[config.mk]
export PLATFORM = sky130hd
export DESIGN_NAME = phase_seq_tracker
export DESIGN_NICKNAME = d
export VERILOG_FILES = /design/src/rtl/pst_pkg.sv /design/src/rtl/pst_req_decode.sv /design/src/rtl/pst_phase_ctl.sv /design/src/rtl/phase_seq_tracker.sv
export SDC_FILE = /design/constraint.sdc
export NUM_CORES = 1
export LEC_CHECK = 0
export BUFFER_PORTS_ARGS = -buffer_cell sky130_fd_sc_hd__buf_2
export CAP_MARGIN = 5
export CORE_MARGIN = 2
export CORE_UTILIZATION = 25
export CTS_CLUSTER_DIAMETER = 80
export DETAILED_ROUTE_END_ITERATION = 7
export PLACE_DENSITY = 0.46
export SETUP_SLACK_MARGIN = 0.4
export SLEW_MARGIN = 0
export SYNTH_ARGS = -nofsm -noshare
export SYNTH_HDL_FRONTEND = slang
export SYNTH_HIERARCHICAL = 1
export SYNTH_SLANG_ARGS = --single-unit
[constraint.sdc]
create_clock -name clk -period 2 [get_ports clk]
set_input_delay 0.1 -clock clk [delete_from_list [all_inputs] [get_ports clk]]
set_output_delay 0.1 -clock clk [all_outputs]
set_load 0.05 [all_outputs]
[src/rtl/pst_pkg.sv]
package pst_pkg;

   localparam int PH_W = 3;
   localparam int PH_N = 5;
   localparam int EV_N = PH_N + 1;

   // observation bit positions; bit k+1 is the event phase k waits for
   localparam int EV_FREE = 0;
   localparam int EV_ARB  = 1;
   localparam int EV_SEL  = 2;
   localparam int EV_ATN  = 3;
   localparam int EV_MOUT = 4;
   localparam int EV_MIN  = 5;

   typedef enum logic [PH_W-1:0] {
      PH_FREE = 3'd0,
      PH_ARB  = 3'd1,
      PH_SEL  = 3'd2,
      PH_MOUT = 3'd3,
      PH_MIN  = 3'd4
   } phase_t;

   function automatic phase_t succ(input phase_t p);
      case (p)
         PH_FREE: succ = PH_ARB;
         PH_ARB:  succ = PH_SEL;
         PH_SEL:  succ = PH_MOUT;
         PH_MOUT: succ = PH_MIN;
         default: succ = PH_FREE;
      endcase
   endfunction

endpackage

[src/rtl/pst_req_decode.sv]
module pst_req_decode #(
   parameter int PH_W = pst_pkg::PH_W,
   parameter int EV_N = pst_pkg::EV_N
) (
   input  logic [PH_W-1:0] phase_i,
   input  logic [EV_N-1:0] ev_i,
   output logic            adv_o,
   output logic            bad_o
);
   logic [EV_N-1:0] want;
   logic [EV_N-1:0] tol;

   generate
      for (genvar i = 0; i < EV_N; i++) begin : g_mask
         if (i == pst_pkg::EV_FREE) begin : g_free
            assign want[i] = 1'b0;
            assign tol[i]  = (phase_i == PH_W'(pst_pkg::PH_FREE));
         end else begin : g_step
            assign want[i] = (phase_i == PH_W'(i - 1));
            assign tol[i]  = 1'b0;
         end
      end
   endgenerate

   assign adv_o = |(ev_i & want);
   assign bad_o = |(ev_i & ~(want | tol));

endmodule

[src/rtl/pst_phase_ctl.sv]
module pst_phase_ctl #(
   parameter int PH_W = pst_pkg::PH_W
) (
   input  logic            clk,
   input  logic            rst,
   input  logic            hard_i,
   input  logic            qas_i,
   input  logic            adv_i,
   input  logic            bad_i,
   output logic [PH_W-1:0] phase_o,
   output logic            adv_o,
   output logic            err_o,
   output logic            uns_o
);
   import pst_pkg::*;

   phase_t ph_q;

   always_ff @(posedge clk) begin
      if (rst) begin
         ph_q  <= PH_FREE;
         adv_o <= 1'b0;
         err_o <= 1'b0;
         uns_o <= 1'b0;
      end else begin
         uns_o <= qas_i;
         adv_o <= 1'b0;
         err_o <= 1'b0;
         if (hard_i) begin
            ph_q <= PH_FREE;
         end else if (qas_i) begin
            ph_q <= PH_FREE;
         end else if (bad_i) begin
            ph_q  <= PH_FREE;
            err_o <= 1'b1;
         end else if (adv_i) begin
            ph_q  <= succ(ph_q);
            adv_o <= 1'b1;
         end
      end
   end

   assign phase_o = ph_q;

endmodule

[src/rtl/phase_seq_tracker.sv]
module phase_seq_tracker #(
   parameter int PH_W = pst_pkg::PH_W,
   parameter int EV_N = pst_pkg::EV_N
) (
   input  logic            clk,
   input  logic            rst,
   input  logic            hard_rst_i,
   input  logic            qas_en_i,
   input  logic            bus_free_i,
   input  logic            arb_won_i,
   input  logic            sel_done_i,
   input  logic            atn_i,
   input  logic            mout_done_i,
   input  logic            min_done_i,
   output logic [PH_W-1:0] phase_o,
   output logic            adv_pulse_o,
   output logic            proto_err_o,
   output logic            unsupported_o
);
   generate
      if (PH_W != pst_pkg::PH_W) begin : g_bad_w
         $error("PH_W must match the phase type width");
      end
      if (EV_N != pst_pkg::PH_N + 1) begin : g_bad_n
         $error("EV_N must be one more than the phase count");
      end
   endgenerate

   logic [EV_N-1:0] ev;
   logic            adv_req;
   logic            bad_req;

   assign ev = {min_done_i, mout_done_i, atn_i, sel_done_i, arb_won_i, bus_free_i};

   pst_req_decode #(.PH_W(PH_W), .EV_N(EV_N)) u_dec (
      .phase_i (phase_o),
      .ev_i    (ev),
      .adv_o   (adv_req),
      .bad_o   (bad_req)
   );

   pst_phase_ctl #(.PH_W(PH_W)) u_ctl (
      .clk     (clk),
      .rst     (rst),
      .hard_i  (hard_rst_i),
      .qas_i   (qas_en_i),
      .adv_i   (adv_req),
      .bad_i   (bad_req),
      .phase_o (phase_o),
      .adv_o   (adv_pulse_o),
      .err_o   (proto_err_o),
      .uns_o   (unsupported_o)
   );

endmodule

After elaboration in Yosys (flattened, before gate mapping)

Index checks and enable logic that the tools add are counted.

Register bits: 6
Input bits: 10
Output and inout bits: 6

Equal/unequal tests: 4
Multiplexer cells: 3
Bitwise operators: 4
Reductions and logical operators: 5

Operator list:

| cell                 | number |
|---|---|
| $and A6 B6 Y6        | 2 |
| $pmux W3 S4          | 1 |
| $reduce_or A6 Y1     | 2 |
| $reduce_or A9 Y1     | 1 |
| $eq A3 B2 Y1 const B | 2 |
| $not A6 Y6           | 1 |
| $or A6 B1 Y6         | 1 |
| $eq A3 B1 Y1 const B | 1 |
| $eq A3 B3 Y1 const B | 1 |
| $logic_not A3 Y1     | 1 |
| $reduce_or A3 Y1     | 1 |
| $mux W1              | 2 |

Depth between registers and ports, before layout

Depth in word-level cells: 6
Gate-level depth with buffers: 6

Hierarchy

Netlist, hierarchy kept.

By module, submodules not included:

| module         | times used | cells each | area each (um^2) | seq. area each (um^2) |
|---|---|---|---|---|
| pst_phase_ctl  | 1          | 20         | 232.7            | 120.1 |
| pst_req_decode | 1          | 19         | 137.6            | 0.0 |

Worst setup path after synthesis

Ideal clock, no wire load.

Path kind: reg2reg
Start: register u_ctl.ph_q[1] (netlist: u_ctl/phase_o[1])
End: register u_ctl.ph_q[1] (netlist: u_ctl/phase_o[1])
Data arrival time: 1.887 ns
Required time: 1.884 ns
Path slack: -0.003 ns
Cell stages (with the launch flop): 7
Buffers on the path: 1
Clock period less this slack: 2.003 ns
Path through: dfxtp_1 -> buf_6 -> mux2_4 -> a22oi_2 -> o22ai_1 -> and3b_1 -> o211a_1

Elaborated cells on any way between the ends: 12

RTL lines:

| what                                 | line                    | source |
|---|---|---|
| start, declared                      | pst_phase_ctl.sv:17     | `phase_t ph_q;` |
| start signal, assigned               | pst_phase_ctl.sv:37     | `ph_q <= succ(ph_q);` |
| $eq A3 B1 Y1 (tied with other cells) | pst_req_decode.sv:19    | `assign want[i] = (phase_i == PH_W'(i - 1));` |
| $and A6 B6 Y6 *                      | pst_req_decode.sv:25    | `assign adv_o = \|(ev_i & want);` |
| $reduce_or A6 Y1 *                   | pst_req_decode.sv:25    |  |
| via adv_req                          | phase_seq_tracker.sv:30 | `logic adv_req;` |

The timed path passes the listed nets; every way through them passes the cells marked *.
A chain may end at the register's enable or synchronous reset.

Worst setup path after layout

Ends and elaborated chain as after synthesis.

==> summary.txt <==
Cells and area
  – Final nets: 70
  – ANT cells: 0
  – Synthesis-to-layout area growth: 42.9%
  – Most common cell after layout, fill and taps aside: buf_2
  – Most frequent cells in the layout: 16 x buf_2, 3 x clkbuf_4, 3 x dfxtp_1, 3 x dfxtp_4
  – Layout cell share with drive strength beyond 1: 52.5%

Yosys
  – Compound-Gate Fraction of Synth Area: approximately a quarter
  – Dominant synthesized flop cell: dfxtp_1
  – Post-synthesis simple-gate area fraction: a little under two fifths
  – Mapped Nets: 49
  – Syn Inst Count: 39
  – Mux share of post-synthesis cell area: 4.05%
  – Synth Area in Adders: 0%
  – Post-synth EDFFs: 0
  – Register area share after synthesis: about a third
  – Synthesized area: between 300 and 400 um^2
  – Syn. warnings: 6
  – Yosys reg bits: 6
  – Library cells used by synthesis: 27
  – Synth async-reset ratio: 0%
  – Syn Area/Cell: 9.50 um^2
  – Post-Synth XOR/XNOR Area: 0%
  – Largest family of logic cells by synthesized area: simple AND/OR/NAND/NOR gates

Worst setup path
  – Register-to-Register Path Depth: 5
  – Slowest stage delay, CP: around 0.42 ns
  – Crit path required time: 2.13 ns
  – WS Path Type: reg -> reg
  – CP startpoint kind: flop
  – Worst path top cell family by delay: compound AO/OA/AOI/OAI gates
  – CP Capture Type: flop
  – Crit path arrival time: approximately 1.7 ns
  – Critical path, cell by cell: mux2_4 -> a22oi_2 -> o22ai_2 -> and3b_1 -> o211a_1
  – R2R Setup Slk: 0.43 ns
  – Slowest CP cell: dfxtp_4
  – WP buf/inv: 0
  – Crit path max fanout: 12
  – R2R Path Start: u_ctl/phase_o[1]$_SDFFE_PP0P_
  – FF-to-FF End: u_ctl/phase_o[1]$_SDFFE_PP0P_

Detailed routing
  – Routed via count: 353
  – Via density: 4.77
  – Drt drc: 0
  – Initial drt markers: 7
  – Antenna Nets Post-Route: 0
  – Final wirelength: ~900 um
  – Drt wl/cell: 11.9 um
  – First-pass DRT Iterations: 3

Power
  – Psw: around 0.000066 W
  – P_int: 0.000211 W
  – Max VDD drop: 0.119 mV
  – Logic gate share of total power: 14.3%
  – LEAKAGE: 0.226 nW
  – Switching Share: 23.8%
  – Power density over the cells: 522 nW/um^2
  – Sequential power share: between 40% and 50%
  – Clock share of power: between 40 and 50%

STA
  – Slew @ Worst Pin: 0.372 ns
  – Final worst slack: 0.434 ns
  – Final setup TNS: 0 ns
  – Final setup violating endpoints: 0
  – Final Max Tran Viols: 0
  – Fmax: approximately 0.64 GHz
  – Final Cycle Share: 78.3%
  – Final Hold Viols: 0
  – Tmin final: 1.57 ns
  – RSZ-0062 raised after global routing: yes
  – Layout Skew: 0.00761 ns
  – Slew margin rel.: 74.9%

Run
  – MaxCap Viol Count: 0

Clock tree
  – Clk_lat worst skew: 0.24 ns
  – Worst-path clk slew: about 0.05 ns
  – Clock sink count: 6
  – TritonCTS Buffers: 3
  – H-tree levels: 1
  – Worst-case clock buffer depth: 2
  – Clock root cell: clkbuf_4
  – TritonCTS clock tree: built

Global routing
  – Congestion Overflow GR: 0
  – Number of global-route vias before repair: 345
  – Gr usage total: between 10 and 15%
  – Largest net degree at the start of global routing: 15
  – Initial antenna violation count: 0
  – Global-route wire length before repair: 1.39 mm

Hold path
  – Hold path endpoint: u_ctl/err_o$_SDFF_PP0_
  – Min-delay src: hard_rst_i
  – Hold Path Cell Cnt: 2
  – Worst hold path class: in -> reg

Place
  – Final GP Congestion: 0.651
  – IO buf count: 15
  – Pre-CTS setup slack: around 0.42 ns

Die
  – Core area: 1350 um^2
  – Area of the die: around 1800 um^2
  – FP Rows: 13
  – Die span in x: 42.5 um
  – Initial Util: 27.4%
  – Die H: 42.5 um
  – IO Count: 16

Run status
  – Outcome: complete, no violations
[cells by family after synthesis]
logic type	count (synthesis)
buf+inv	1
compound gates	11
mux	1
simple gates	20
flops	6
[repair_timing]
action                     in CTS  in global routing
hold buffers                    0                  0
setup buffers                   0                  2
setup endpoints to repair       0                  3
resized for setup               0                  1
[metrics by stage]
step | util [%] | std cells | power (W) | cell area, um^2 | hold WS [ns]
floorplan | - | 39 | 0.000141 | 399 | 0.172
global placement | 35.7 | 68 | 0.000159 | 482 | 0.306
detailed placement | 35.7 | 68 | 0.000158 | 482 | 0.304
CTS | 37.6 | 72 | 0.000282 | 508 | 0.0508
global route | 39.2 | 74 | 0.000291 | 529 | 0.0635
finish | 39.2 | 74 | 0.000276 | 529 | 0.0616
[sequential cells by signal (all words and copies together) (netlist names)]
signal	flops
u_ctl/uns_o	1
u_ctl/phase_o	3
u_ctl/err_o	1
u_ctl/adv_o	1
[Yosys cell counts (2+ instances only)]
cell	number	area (um^2)
nor2_1	2	7.51
nor3b_1	2	15.0
nand3b_1	2	15.0
nor4_1	3	18.8
a21oi_2	2	17.5
nand2b_1	2	12.5
dfxtp_1	6	120
[final cells by class]
type | instances | area [um^2]
multi-input cells | 32 | 265
flip-flops and latches | 6 | 131
fillers | 149 | 821
well taps | 15 | 18.8
clock buffers | 4 | 26.3
repair buffers | 17 | 87.6
[power by group through the flow]
| stage | logic (W) | registers [W] | clock network [W] |
|---|---|---|---|
| 3_3_place_gp | 0.0000377 | 0.000121 | 0 |
| 3_5_place_dp | 0.0000377 | 0.000121 | 0 |
| 2_1_floorplan | 0.0000129 | 0.000128 | 0 |
| 6_report | 0.0000395 | 0.000119 | 0.000118 |
| 4_1_cts | 0.0000378 | 0.000118 | 0.000126 |
| 5_1_grt | 0.0000430 | 0.000119 | 0.000129 |
[metal layers]
layer	vias to the layer above	routed length, um	track usage, %
met5	-	0	0
met4	0	22	11.3
met3	2	31	2.59
met2	10	417	17.2
met1	147	412	10.8
li1	194	-	-
[worst max-delay path by stage]
stage | from | endpoint | slack (ns) | cells after the start
after global placement | u_ctl/phase_o[2]$_SDFFE_PP0P_ | u_ctl/phase_o[0]$_SDFFE_PP0P_ | 0.40 | 5
after global routing | u_ctl/phase_o[1]$_SDFFE_PP0P_ | u_ctl/phase_o[1]$_SDFFE_PP0P_ | 0.38 | 5
after CTS | u_ctl/phase_o[2]$_SDFFE_PP0P_ | u_ctl/phase_o[0]$_SDFFE_PP0P_ | 0.41 | 5
after floorplan | u_ctl/phase_o[1]$_SDFFE_PP0P_ | u_ctl/phase_o[1]$_SDFFE_PP0P_ | 0.36 | 6
final | u_ctl/phase_o[1]$_SDFFE_PP0P_ | u_ctl/phase_o[1]$_SDFFE_PP0P_ | 0.43 | 5
after detailed placement | u_ctl/phase_o[2]$_SDFFE_PP0P_ | u_ctl/phase_o[2]$_SDFFE_PP0P_ | 0.42 | 5
Note: power is estimated with default switching activity, not from simulation.
